`config.mk`:
```
export PLATFORM = sky130hd
export DESIGN_NAME = sreg_slave
export DESIGN_NICKNAME = d
export VERILOG_FILES = /design/src/rtl/sreg_pkg.sv /design/src/rtl/sreg_sync.sv /design/src/rtl/sreg_bank.sv /design/src/rtl/sreg_holdoff.sv /design/src/rtl/sreg_slave.sv
export SDC_FILE = /design/constraint.sdc
export NUM_CORES = 1
export LEC_CHECK = 0
export BUFFER_PORTS_ARGS = -buffer_cell sky130_fd_sc_hd__buf_2
export CAP_MARGIN = 0
export CORE_MARGIN = 3
export CORE_UTILIZATION = 50
export DETAILED_ROUTE_END_ITERATION = 7
export HOLD_SLACK_MARGIN = 0.03
export PLACE_DENSITY_LB_ADDON = 0.3
export RECOVER_POWER = 25
export SYNTH_ARGS = -nofsm -noshare
export SYNTH_HDL_FRONTEND = slang
export SYNTH_SLANG_ARGS = --single-unit
```
`constraint.sdc`:
```
create_clock -name clk -period 4.9 [get_ports clk]
set_input_delay 0.735 -clock clk [delete_from_list [all_inputs] [get_ports clk]]
set_output_delay 0.735 -clock clk [all_outputs]
set_load 0.005 [all_outputs]
```
`src/rtl/sreg_pkg.sv`:
```
package sreg_pkg;
    localparam int AW = 7;
    localparam int DW = 24;

    typedef enum logic [1:0] {
        PH_CMD = 2'd0,
        PH_WR  = 2'd1,
        PH_RD  = 2'd2
    } phase_e;

    // width in bits of each address (unmapped addresses behave as 8)
    function automatic int reg_bits(input logic [AW-1:0] a);
        case (a)
            7'd0:    return 8;
            7'd1:    return 12;
            7'd2:    return 24;
            7'd3:    return 16;
            7'd4:    return 8;
            7'd5:    return 20;
            7'd6:    return 24;
            7'd7:    return 4;
            default: return 8;
        endcase
    endfunction

    function automatic logic [1:0] reg_bytes(input logic [AW-1:0] a);
        int b;
        b = reg_bits(a);
        return 2'((b + 7) / 8);
    endfunction

    function automatic logic [7:0] lane_mask(input logic [AW-1:0] a, input logic [1:0] lane);
        int v;
        v = reg_bits(a) - 8 * int'(lane);
        if (v >= 8)      return 8'hFF;
        else if (v <= 0) return 8'h00;
        else             return 8'((1 << v) - 1);
    endfunction

    function automatic logic [DW-1:0] reg_default(input logic [AW-1:0] a);
        logic [31:0] full;
        full = 32'hC3A500 | {25'd0, a};
        return DW'(full & ((32'd1 << reg_bits(a)) - 32'd1));
    endfunction
endpackage

```
`src/rtl/sreg_sync.sv`:
```
module sreg_sync #(
    parameter int             STAGES  = 2,
    parameter int             W       = 1,
    parameter logic [W-1:0]   RST_VAL = '0
) (
    input  logic         clk,
    input  logic         rst_n,
    input  logic [W-1:0] din,
    output logic [W-1:0] dout
);
    logic [W-1:0] stg_q [STAGES];

    generate
        for (genvar s = 0; s < STAGES; s++) begin : g_stg
            logic [W-1:0] src;
            if (s == 0) begin : g_first
                assign src = din;
            end else begin : g_next
                assign src = stg_q[s-1];
            end
            always_ff @(posedge clk or negedge rst_n) begin
                if (!rst_n) stg_q[s] <= RST_VAL;
                else        stg_q[s] <= src;
            end
        end
    endgenerate

    assign dout = stg_q[STAGES-1];
endmodule

```
`src/rtl/sreg_bank.sv`:
```
module sreg_bank
    import sreg_pkg::*;
#(
    parameter int NUM_REGS = 8
) (
    input  logic          clk,
    input  logic          rst_n,
    input  logic          srst,
    input  logic          we,
    input  logic [AW-1:0] waddr,
    input  logic [1:0]    wlane,
    input  logic [7:0]    wdata,
    input  logic [AW-1:0] raddr,
    output logic [DW-1:0] rdata
);
    localparam int IW = (NUM_REGS > 1) ? $clog2(NUM_REGS) : 1;

    logic [DW-1:0] val [NUM_REGS];

    generate
        for (genvar i = 0; i < NUM_REGS; i++) begin : g_reg
            localparam logic [AW-1:0] IDX = AW'(i);
            logic [DW-1:0] r_q, r_d;

            always_comb begin
                r_d = r_q;
                if (srst) begin
                    r_d = reg_default(IDX);
                end else if (we && waddr == IDX) begin
                    for (int l = 0; l < DW / 8; l++) begin
                        if (wlane == 2'(l)) r_d[8*l +: 8] = wdata;
                    end
                end
            end

            always_ff @(posedge clk or negedge rst_n) begin
                if (!rst_n) r_q <= reg_default(IDX);
                else        r_q <= r_d;
            end

            assign val[i] = r_q;
        end
    endgenerate

    always_comb begin
        rdata = '0;
        if (int'(raddr) < NUM_REGS) rdata = val[raddr[IW-1:0]];
    end
endmodule

```
`src/rtl/sreg_holdoff.sv`:
```
module sreg_holdoff #(
    parameter int HOLD_CYC = 1000
) (
    input  logic clk,
    input  logic rst_n,
    input  logic start,
    output logic busy
);
    localparam int HW = $clog2(HOLD_CYC + 1);

    logic [HW-1:0] cnt_q, cnt_d;

    always_comb begin
        cnt_d = cnt_q;
        if (start)              cnt_d = HW'(HOLD_CYC);
        else if (cnt_q != '0)   cnt_d = cnt_q - 1'b1;
    end

    always_ff @(posedge clk or negedge rst_n) begin
        if (!rst_n) cnt_q <= '0;
        else        cnt_q <= cnt_d;
    end

    assign busy = (cnt_q != '0);
endmodule

```
`src/rtl/sreg_slave.sv`:
```
module sreg_slave
    import sreg_pkg::*;
#(
    parameter int NUM_REGS    = 8,
    parameter int CFG_ADDR    = 4,
    parameter int SRST_BIT    = 0,
    parameter int COMMIT_CYC  = 8,
    parameter int HOLDOFF_CYC = 1000,
    parameter int SYNC_STAGES = 2
) (
    input  logic       clk,
    input  logic       rst_n,
    input  logic       ss_n,
    input  logic       sck,
    input  logic       mosi,
    output logic       miso,
    output logic       wr_stb,
    output logic [6:0] wr_addr,
    output logic [1:0] wr_lane,
    output logic [7:0] wr_data
);
    localparam int CW = (COMMIT_CYC > 1) ? $clog2(COMMIT_CYC + 1) : 1;

    typedef struct packed {
        phase_e        ph;
        logic [2:0]    bitc;
        logic [1:0]    left;
        logic [7:0]    sh;
        logic [AW-1:0] addr;
        logic [DW-1:0] rdsh;
        logic          miso;
        logic          sck_prev;
        logic          pend;
        logic [CW-1:0] pcnt;
        logic [AW-1:0] paddr;
        logic [1:0]    plane;
        logic [7:0]    pdata;
        logic          stb;
        logic [AW-1:0] saddr;
        logic [1:0]    slane;
        logic [7:0]    sdata;
    } state_t;

    localparam state_t RST_ST = '{ph: PH_CMD, sck_prev: 1'b1, default: '0};

    state_t st_q, st_d;

    // synchronized serial inputs
    logic [2:0] sync_s;
    logic       cs_act, sck_s, mosi_s;

    sreg_sync #(.STAGES(SYNC_STAGES), .W(3), .RST_VAL(3'b110)) u_sync (
        .clk  (clk),
        .rst_n(rst_n),
        .din  ({ss_n, sck, mosi}),
        .dout (sync_s)
    );

    assign cs_act = ~sync_s[2];
    assign sck_s  = sync_s[1];
    assign mosi_s = sync_s[0];

    // software reset and hold-off
    logic busy, srst_hit;
    assign srst_hit = st_q.stb && (st_q.saddr == AW'(CFG_ADDR)) &&
                      (st_q.slane == 2'd0) && st_q.sdata[SRST_BIT];

    sreg_holdoff #(.HOLD_CYC(HOLDOFF_CYC)) u_hold (
        .clk  (clk),
        .rst_n(rst_n),
        .start(srst_hit),
        .busy (busy)
    );

    // register storage; read address is the command byte as it completes
    logic [AW-1:0] rd_addr;
    logic [DW-1:0] rd_data;
    assign rd_addr = {st_q.sh[5:0], mosi_s};

    sreg_bank #(.NUM_REGS(NUM_REGS)) u_bank (
        .clk  (clk),
        .rst_n(rst_n),
        .srst (srst_hit),
        .we   (st_q.stb),
        .waddr(st_q.saddr),
        .wlane(st_q.slane),
        .wdata(st_q.sdata),
        .raddr(rd_addr),
        .rdata(rd_data)
    );

    logic pend_w;
    assign pend_w = st_q.pend;

    function automatic logic is_mapped(input logic [AW-1:0] a);
        return int'(a) < NUM_REGS;
    endfunction

    always_comb begin
        logic [7:0] sh_n;
        logic [1:0] nb;
        logic [1:0] lane;
        logic       fall, rise;

        st_d          = st_q;
        st_d.stb      = 1'b0;
        st_d.sck_prev = sck_s;
        fall          = st_q.sck_prev & ~sck_s;
        rise          = ~st_q.sck_prev & sck_s;
        sh_n          = {st_q.sh[6:0], mosi_s};
        nb            = is_mapped(sh_n[6:0]) ? reg_bytes(sh_n[6:0]) : 2'd1;
        lane          = st_q.left - 2'd1;

        // commit path: holding buffer to register after fixed delay
        if (st_q.pend) begin
            if (st_q.pcnt == '0) begin
                st_d.pend  = 1'b0;
                st_d.stb   = 1'b1;
                st_d.saddr = st_q.paddr;
                st_d.slane = st_q.plane;
                st_d.sdata = st_q.pdata;
            end else begin
                st_d.pcnt = st_q.pcnt - 1'b1;
            end
        end

        if (!cs_act || busy) begin
            st_d.ph   = PH_CMD;
            st_d.bitc = '0;
            st_d.miso = 1'b0;
        end else if (fall) begin
            st_d.sh   = sh_n;
            st_d.bitc = st_q.bitc + 3'd1;
            if (st_q.bitc == 3'd7) begin
                unique case (st_q.ph)
                    PH_CMD: begin
                        st_d.addr = sh_n[6:0];
                        st_d.left = nb;
                        st_d.ph   = sh_n[7] ? PH_WR : PH_RD;
                        st_d.rdsh = rd_data << (8 * (3 - int'(nb)));
                    end
                    PH_WR: begin
                        if (!st_q.pend && is_mapped(st_q.addr)) begin
                            st_d.pend  = 1'b1;
                            st_d.pcnt  = CW'(COMMIT_CYC - 1);
                            st_d.paddr = st_q.addr;
                            st_d.plane = lane;
                            st_d.pdata = sh_n & lane_mask(st_q.addr, lane);
                        end
                        st_d.left = lane;
                        if (st_q.left == 2'd1) st_d.ph = PH_CMD;
                    end
                    default: begin
                        st_d.left = lane;
                        if (st_q.left == 2'd1) st_d.ph = PH_CMD;
                    end
                endcase
            end
        end else if (rise) begin
            if (st_q.ph == PH_RD) begin
                st_d.miso = st_q.rdsh[DW-1];
                st_d.rdsh = st_q.rdsh << 1;
            end else begin
                st_d.miso = 1'b0;
            end
        end
    end

    always_ff @(posedge clk or negedge rst_n) begin
        if (!rst_n) st_q <= RST_ST;
        else        st_q <= st_d;
    end

    assign miso    = st_q.miso;
    assign wr_stb  = st_q.stb;
    assign wr_addr = st_q.saddr;
    assign wr_lane = st_q.slane;
    assign wr_data = st_q.sdata;
endmodule

```
==> results of run 1 <==
==> stage by stage <==
stage	setup WS (ps)	util
after CTS	1710	0.559
after global placement	1760	0.519
after detailed placement	1730	0.519
after floorplan	2060	-
final	1440	0.559
after global routing	844	0.559
==> cell families after synthesis <==
kind of cell,count (synthesis),share of synthesized area
compound gates,240,0.0973
xor+xnor,6,0.00382
fa+ha+maj,16,0.0151
buf+inv,107,0.0360
flops,295,0.540
mux,187,0.181
simple gates,348,0.127
==> layer usage <==
layer,GRT usage,routed length [µm]
met1,0.324,14500
met2,0.372,15500
met3,0.0329,1630
met4,0.0715,1010
met5,0,13
==> path summary, 6_finish.rpt <==
path,slack (ps),from,end
min in group asynchronous,890,rst_n,u_hold.cnt_q[2]$_DFFE_PN0P_
max in group clk,1710,rd_addr[1]$_DFFE_PN0P_,st_q[65]$_DFFE_PN0P_
hold / removal,280,ss_n,u_sync.g_stg[1].src[2]$_DFF_PN1_
hold reg to reg,360,u_sync.g_stg[1].src[1]$_DFF_PN1_,u_sync.dout[1]$_DFF_PN1_
setup reg to reg,1710,rd_addr[1]$_DFFE_PN0P_,st_q[65]$_DFFE_PN0P_
setup / recovery,1440,rst_n,rd_addr[1]$_DFFE_PN0P_
==> worst reg2reg max path: stages, from the launching register on <==
cell and delay (ps):
dfrtp_4 840, inv_1 160, ha_1 210, nor2b_1 120, o21a_1 190, ha_1 170
a21boi_0 150, o21ai_0 800, o21ai_0 240, o221ai_1 220
==> placed cells by master (no fill, tap or decap), types with 14 or more instances in the layout <==
cell type  instances
nand2_1          165
nor2_1            49
buf_2             22
dfstp_2           44
mux2_2           115
nor3b_1           22
mux2i_1           34
nand3_1           15
clkbuf_16         31
buf_4             14
ha_1              15
a21oi_1           45
dfrtp_1          247
mux4_2            38
nor3_1            15
o21ai_0          147
==> area by class of cell <==
cell class	instances	area [µm²]	area share
Clock inverter	8	146	0.00969
Multi-Input combinational cell	797	5840	0.386
Inverter	13	48.8	0.00323
Sequential cell	295	7440	0.493
Clock buffer	50	957	0.0634
Timing Repair Buffer	39	244	0.0162
Tap cell	341	427	0.0282
==> power groups by stage <==
stage | clock network, mW | logic, mW | registers (mW)
after CTS | 2.52 | 0.387 | 2.55
after floorplan | 0 | 0.301 | 2.53
final | 2.49 | 0.386 | 2.55
after global routing | 2.63 | 0.424 | 2.55
after global placement | 0 | 0.383 | 2.59
after detailed placement | 0 | 0.386 | 2.59
==> registers in the layout, summed over array words and instances, names as in the netlist <==
name / count
pend_w: 1
wr_stb: 1
u_hold.cnt_q: 10
u_sync.dout: 3
wr_data: 8
miso: 1
wr_addr: 7
st_q: 61
u_sync.g_stg.src: 3
wr_lane: 2
u_bank.g.r_q: 192
rd_addr: 6
==> results.json, run 1 <==
{
  "critPathArrivalTime_ps": 3630,
  "p_switching_mw": 1.26,
  "syn_nets": 1220,
  "ir_drop_mv": 0.277,
  "clk_latency_ps": 560,
  "critPathSlowestCell": "clkbuf_2",
  "track_usage": 0.229,
  "final_max_slew_viol_count": 123,
  "yosysSeqAreaShare": 0.540,
  "drc_errors": 0,
  "grt_pass1_vias": 9231,
  "cts_made_buffers": 31,
  "hold_viol_final": 0,
  "critical_path.top_delay_family": "buffers and inverters",
  "violations": "max-capacitance violations, max-slew violations",
  "switching_share": 0.233,
  "syn_to_final_growth_pct": 9.69,
  "drt-vias-per-instance": 5.91,
  "synth-edff-count": 0,
  "yosysMostFrequentCell": "dfrtp_1",
  "combPwrFrac": 0.071,
  "die_area_um2": 29600,
  "critPathMaxStageDelay_ps": 1630,
  "clkSlewWorstSetupHoldPaths_ps": 60,
  "cts_root_buffer": "clkbuf_16",
  "die_y_um": 172,
  "slew_headroom": -0.571,
  "ios": 24,
  "clockBufferDepth": 3,
  "cts_tree": "built",
  "status": "complete, but fails checks",
  "hold_class": "input port to flip-flop",
  "synthFlopType": "dfrtp_1",
  "placed_area_um2": 14000,
  "rsz0062_at_grt": "no",
  "layout_min_cycle_time_ps": 3460,
  "syn_area_um2": 13800,
  "synth_common_cells": "dfrtp_1, nand2_1, o21ai_0",
  "setup_viol": 0,
  "n_fill_cell": 2284,
  "synth_cells": 1199,
  "yosys-top-cells-area": "dfrtp_1, mux2_2, dfstp_2, mux4_2, o21ai_0",
  "fmax_mhz": 289,
  "layout.nets": 1198,
  "firstDrtPassIters": 6,
  "final_cell_area_um2": 15100,
  "antenna_found_initial": 1,
  "fp-row-count": 60,
  "power.density_nw_per_um2": 359,
  "holdWs_ps": 283,
  "io_buffers": 23,
  "yosysUniqueCellTypes": 62,
  "yosys_warnings": 0,
  "grt_pass1_wl_um": 52600,
  "holdPathStages": 1,
  "synth-async-reset-ratio": 1.00,
  "internal-power_mw": 4.16,
  "crit_type": "input port to async pin",
  "tightest_slew_ps": 2360,
  "place_congestion": 0.899,
  "finalClockSkew_ps": 22.9,
  "chipWidth_um": 172,
  "drtAntennaViolNets": 0,
  "finalSetupTns_ps": 0,
  "cts_setup_buffers": 0,
  "cap_violations": 2,
  "place_inst": 1485,
  "drt_first_iter_violations": 577,
  "end_kind": "async pin",
  "antennaDiodeCount": 0,
  "period_share": 0.705,
  "gr-total-overflow": 0,
  "pwr-share-seq": 0.470,
  "cts.sinks": 295,
  "drive_gt1_frac": 0.255,
  "start_util": 0.509,
  "ys_seq_elements": 295,
  "wl_per_cell_um": 21.2,
  "path_cells": "clkbuf_2, clkbuf_1",
  "rr_worst_depth": 9,
  "leakage_nw": 6.77,
  "path_buf_inv": 2,
  "power_mw": 5.42,
  "instances_no_fill": 1543,
  "hpwlAfterDp_um": 21600,
  "wirelength_um": 32700,
  "htree_levels": 1,
  "postCtsResizedCells": 0,
  "vias": 9121,
  "cts_hold_buf": 0,
  "netlist.area_leader.share": 0.454,
  "synth_top_area_cell": "dfrtp_1",
  "avgSynthCellArea_um2": 11.5,
  "startpoint_type": "input port",
  "grt_max_degree": 97,
  "cp_num_cells": 2,
  "crit_path_max_fanout": 95,
  "core_um2": 27000,
  "pwr-share-clk": 0.459,
  "cp.required_ps": 5070
}
(Power assumes the default switching activity.)
==> inputs of run 2 (changes only) <==
Clock period 4.9 ns to 2.8 ns, I/O delays scaled along.
==> run 2 against run 1 <==
The run ends with max-capacitance violations, max-slew violations, negative setup slack left; clock skew is 1.3 ps higher; first-iteration DRC count rose by 28%; final cell count is 2.5% higher; sequential power grew 72%; worst setup slack lost 1500 ps; hold slack improved by 78 ps; highest routed layer is now met4.
==> results.json, run 2 (synthesis gave the netlist of run 1 again) <==
{
  "drc_errors": 0,
  "place_congestion": 0.921,
  "gr-total-overflow": 0,
  "cts_setup_buffers": 0,
  "grt_max_degree": 74,
  "clkSlewWorstSetupHoldPaths_ps": 60,
  "clockBufferDepth": 3,
  "path_buf_inv": 1,
  "clk_latency_ps": 580,
  "path_cells": "or4_4, nor2_2, ha_1, inv_1, fa_1, nand3b_1, or3_4, ha_4, o21ai_2, a22o_1",
  "finalSetupTns_ps": -7.87,
  "fmax_mhz": 356,
  "cts.sinks": 295,
  "final_common_cell": "dfrtp_1",
  "rsz0062_at_grt": "yes",
  "grt_pass1_vias": 9401,
  "drt_first_iter_violations": 737,
  "wirelength_um": 33000,
  "antennaDiodeCount": 0,
  "largest_reg_flops": 192,
  "hpwlAfterDp_um": 22100,
  "critPathArrivalTime_ps": 3260,
  "chipWidth_um": 172,
  "cts_tree": "built",
  "fp-row-count": 60,
  "track_usage": 0.232,
  "cap_violations": 1,
  "use_met3": 0.0466,
  "drt-vias-per-instance": 5.82,
  "hp-start": "u_sync.g_stg[1].src[2]$_DFF_PN1_",
  "startpoint_type": "flip-flop",
  "die_y_um": 172,
  "leakage_nw": 6.88,
  "layout_min_cycle_time_ps": 2810,
  "end_kind": "flip-flop",
  "status": "complete, but fails checks",
  "die_area_um2": 29600,
  "htree_levels": 1,
  "wl_per_cell_um": 20.9,
  "ir_drop_mv": 0.536,
  "layout.nets": 1236,
  "layout_common_cells": "dfrtp_1, nand2_1, o21ai_0, mux2_2, nor2_1",
  "firstDrtPassIters": 5,
  "drtAntennaViolNets": 0,
  "crit_type": "flip-flop to flip-flop",
  "vias": 9203,
  "seq_area_um2": 7440,
  "tightest_slew_ps": 1960,
  "core_um2": 27000,
  "grt_pass1_wl_um": 53300,
  "critPathMaxStageDelay_ps": 540,
  "r2r-start": "st_q[71]$_DFFE_PN0P_",
  "final_max_slew_viol_count": 73,
  "n_fill_cell": 2293,
  "finalClockSkew_ps": 24.2,
  "critPathSlowestCell": "or4_4",
  "place_ws_ps": -77.8,
  "instances_no_fill": 1581,
  "hold_class": "flip-flop to flip-flop",
  "ios": 24,
  "syn_to_final_growth_pct": 11.3,
  "power.density_nw_per_um2": 591,
  "grt_use_met2": 0.379,
  "timing.final.ws_setup_ps": -7.87,
  "met1_usage": 0.321,
  "setup_viol": 1,
  "violations": "max-capacitance violations, max-slew violations, negative setup slack",
  "multiInputGateArea_um2": 5880,
  "place_inst": 1519,
  "cp.required_ps": 3250,
  "drive_gt1_frac": 0.276,
  "cts_made_buffers": 31,
  "reg.largest.list": "u_bank.g.r_q x192, st_q x61, u_hold.cnt_q x10",
  "slew_headroom": -0.304,
  "crit_path_max_fanout": 2,
  "grt-busiest-layer": "met2",
  "start_util": 0.509,
  "crit_start": "st_q[71]$_DFFE_PN0P_",
  "period_share": 1.00,
  "cts_root_buffer": "clkbuf_16",
  "io_buffers": 23,
  "regMostFlops": "u_bank.g.r_q",
  "hold_viol_final": 0,
  "critical_path.top_delay_family": "simple AND/OR/NAND/NOR gates",
  "antenna_found_initial": 0
}
run 2: changes by cell type in the layout (fill, tap and decap cells not counted), sizes merged:
cell | previous run | this run
inv | 14 | 15
buf | 37 | 72
bufinv | 4 | 0
clkinv | 2 | 3
dlygate4sd3 | 0 | 4
clkbuf | 52 | 53
run 2: final timing paths:
check	slack, ps	cells after the start	endpoint
max	-8	10	st_q[22]$_DFFE_PN0P_
min	360	0	u_sync.dout[2]$_DFF_PN1_
max reg2reg	-8	10	st_q[22]$_DFFE_PN0P_
min reg2reg	360	0	u_sync.dout[2]$_DFF_PN1_
max in group asynchronous	400	3	u_bank.g_reg[4].r_q[18]$_DFFE_PN0P_
min in group asynchronous	930	2	u_bank.g_reg[0].r_q[10]$_DFFE_PN0P_
run 2: metal layers:
layer	share of wire	wire, µm
met1	0.44	14600
met2	0.48	15700
met3	0.059	1950
met4	0.023	774
met5	0	0
run 2: through the flow:
stage / hold slack, ps / power (mW) / instance area, µm² / utilization
after floorplan: 124 / 4.95 / 13800 / -
after global placement: 333 / 5.26 / 14300 / 0.529
after detailed placement: 335 / 5.28 / 14300 / 0.529
after CTS: 358 / 9.13 / 15300 / 0.566
after global routing: 362 / 9.41 / 15300 / 0.567
final: 361 / 9.06 / 15300 / 0.567
run 2: layout make-up:
cell class | instances | share of cell area
clock inverters | 6 | 0.00335
inverters | 13 | 0.00318
flip-flops and latches | 295 | 0.486
multi-input cells | 797 | 0.384
repair buffers | 77 | 0.0376
well taps | 341 | 0.0278
clock buffers | 52 | 0.0584
run 2: report_power, final:
part           leakage, nW  internal, mW  total [mW]  switching, mW
sequential            3.94          4.32        4.38         0.0638
clock                0.457          2.18        3.86           1.68
combinational         2.48         0.318       0.824          0.506
run 2: worst reg2reg max path: cells and delay by family (launching register included):
kind                     cells  cell delay, ps
adder cells (fa/ha/maj)      3             830
buffers and inverters        1              40
AND/OR/NAND/NOR              4            1210
AO/OA/AOI/OAI                2             240
flip-flops                   1             390
run 2: what timing repair did:
action,4_1_cts,5_1_grt
hold buffers,4,0
setup endpoints to repair,4,30
resized for setup,5,5
pin swaps,4,1
hold endpoints to repair,65,0
==> inputs of run 3 (changes only) <==
Settings changed: CTS_BUF_LIST set to sky130_fd_sc_hd__clkbuf_2, CTS_CLUSTER_SIZE set to 25.
==> run 3 against run 2 <==
The flow still finishes with violations (max-capacitance violations, max-slew violations, negative setup slack); routed wire length is 0.83% higher; hold slack got worse by 170 ps; register-to-register slack lost 60 ps; final cell count increased by 5.4%; core utilization fell by 0.81 points; flip-flop and latch count stayed put; die area is the same; combinational power up 1%; sequential power barely moved.
==> results.json, run 3 (synthesis gave the netlist of run 1 again) <==
{
  "status": "complete, but fails checks",
  "violations": "max-capacitance violations, max-slew violations, negative setup slack",
  "slew_headroom": -0.309,
  "rsz0062_at_grt": "yes",
  "reg.largest.list": "u_bank.g.r_q x192, st_q x61, u_hold.cnt_q x10",
  "fmax_mhz": 349,
  "critPathArrivalTime_ps": 3630,
  "r2r-start": "st_q[71]$_DFFE_PN0P_",
  "critical_path.top_delay_family": "simple AND/OR/NAND/NOR gates",
  "ios": 24,
  "firstDrtPassIters": 5,
  "clk_latency_ps": 880,
  "power_mw": 8.15,
  "antenna_found_initial": 1,
  "grt_pass1_wl_um": 53900,
  "leakage_nw": 6.96,
  "path_buf_inv": 1,
  "clockBufferDepth": 3,
  "layout_min_cycle_time_ps": 2870,
  "track_usage": 0.236,
  "hold_class": "input port to flip-flop",
  "placed_area_um2": 14300,
  "cts_root_buffer": "clkbuf_2",
  "hpwlAfterDp_um": 22100,
  "final_cell_area_um2": 15100,
  "regMostFlops": "u_bank.g.r_q",
  "start_util": 0.509,
  "min_to": "u_sync.g_stg[1].src[1]$_DFF_PN1_",
  "timing.final.ws_setup_ps": -65.1,
  "finalClockSkew_ps": 110,
  "ir_drop_mv": 0.329,
  "cap_violations": 1,
  "crit_type": "flip-flop to flip-flop",
  "critPathMaxStageDelay_ps": 550,
  "drtAntennaViolNets": 0,
  "layout.nets": 1282,
  "gr-total-overflow": 0,
  "vias": 9494,
  "syn_to_final_growth_pct": 9.69,
  "finalSetupTns_ps": -76.1,
  "htree_levels": 3,
  "final_max_slew_viol_count": 73,
  "grt_max_degree": 74,
  "power.density_nw_per_um2": 539,
  "cts_made_buffers": 77,
  "drive_gt1_frac": 0.323,
  "tightest_slew_ps": 1960,
  "chipWidth_um": 172,
  "layout_common_cells": "dfrtp_1, nand2_1, o21ai_0, clkbuf_2, mux2_2",
  "cts.sinks": 295,
  "end_kind": "flip-flop",
  "cts_tree": "built",
  "grt_pass1_vias": 9777,
  "holdPathStages": 2,
  "hold_viol_final": 0,
  "period_share": 1.02,
  "reg2reg_to": "st_q[22]$_DFFE_PN0P_",
  "cp.required_ps": 3570,
  "startpoint_type": "flip-flop",
  "place_congestion": 0.921,
  "wirelength_um": 33300,
  "drc_errors": 0,
  "drt-vias-per-instance": 5.70,
  "path_cells": "or4_4, buf_6, nor2_2, fa_1, nand3b_1, or3_1, ha_2, o21ai_2, a22o_1",
  "fp-row-count": 60,
  "core_um2": 27000,
  "wl_per_cell_um": 20.0,
  "cts_setup_buffers": 0,
  "largest_reg_flops": 192,
  "clkSlewWorstSetupHoldPaths_ps": 110,
  "die_area_um2": 29600,
  "die_y_um": 172,
  "rr_worst_depth": 9,
  "rrSetupSlack_ps": -70,
  "crit_path_max_fanout": 4,
  "hp-start": "sck",
  "setup_viol": 3,
  "critPathSlowestCell": "or4_4",
  "drt_first_iter_violations": 600,
  "final_common_cell": "dfrtp_1",
  "io_buffers": 23
}
==> run 3: cell types whose count changed in the layout (fill, tap and decap cells not counted), sizes merged <==
| cell | delta |
|---|---|
| buf | -1 |
| clkbuf | +65 |
| clkinv | +18 |
| diode | +1 |
| inv | +3 |
==> run 3: per-layer routing <==
metal,routed length [µm],global-route usage,share of wire
met2,15800,0.377,0.48
met1,14500,0.320,0.44
met5,0,0,0
met4,786,0.0795,0.024
met3,2190,0.0590,0.066
==> run 3: cell type report <==
type	instances	area, µm²
fill	2370	11900
sequential	295	7440
multi-input combinational	797	5910
clock buffer	116	581
timing repair buffer	77	572
tap	341	427
clock inverter	27	120
inverter	13	48.8
antenna	1	2.50
==> run 3: timing repair <==
| item | in CTS | in global routing |
|---|---|---|
| gates resized for setup | 5 | 13 |
| hold buffers | 4 | 0 |
| setup endpoints to repair | 4 | 32 |
| endpoints found under the hold margin | 148 | 0 |
| pin swaps | 5 | 0 |
==> run 3: power breakdown <==
group | switching, mW | internal (mW) | total [mW]
clock | 1.80 | 1.12 | 2.93
sequential | 0.0744 | 4.31 | 4.38
combinational | 0.507 | 0.325 | 0.832
==> run 3: worst max-delay path by stage <==
stage                     cells after the start  slack [ps]            startpoint              endpoint
after global placement                       11         -30  st_q[72]$_DFFE_PN0P_  st_q[25]$_DFFE_PN0P_
after global routing                          9        -170  st_q[71]$_DFFE_PN0P_  st_q[22]$_DFFE_PN0P_
after CTS                                    11          -6  st_q[71]$_DFFE_PN0P_  st_q[24]$_DFFE_PN0P_
after floorplan                              11           5  st_q[72]$_DFFE_PN0P_  st_q[23]$_DFFE_PN0P_
after detailed placement                     10         -80  st_q[72]$_DFFE_PN0P_  st_q[24]$_DFFE_PN0P_
final                                         9         -70  st_q[71]$_DFFE_PN0P_  st_q[22]$_DFFE_PN0P_
==> run 3: stage by stage <==
stage | hold slack (ps) | setup slack (ps) | instances | utilization
3_3_place_gp | 333 | -31.2 | 1519 | 0.529
2_1_floorplan | 124 | 4.52 | 1199 | -
4_1_cts | 71.0 | -5.90 | 1666 | 0.557
5_1_grt | 115 | -174 | 1667 | 0.559
6_report | 192 | -65.1 | 1667 | 0.559
3_5_place_dp | 335 | -77.8 | 1519 | 0.529
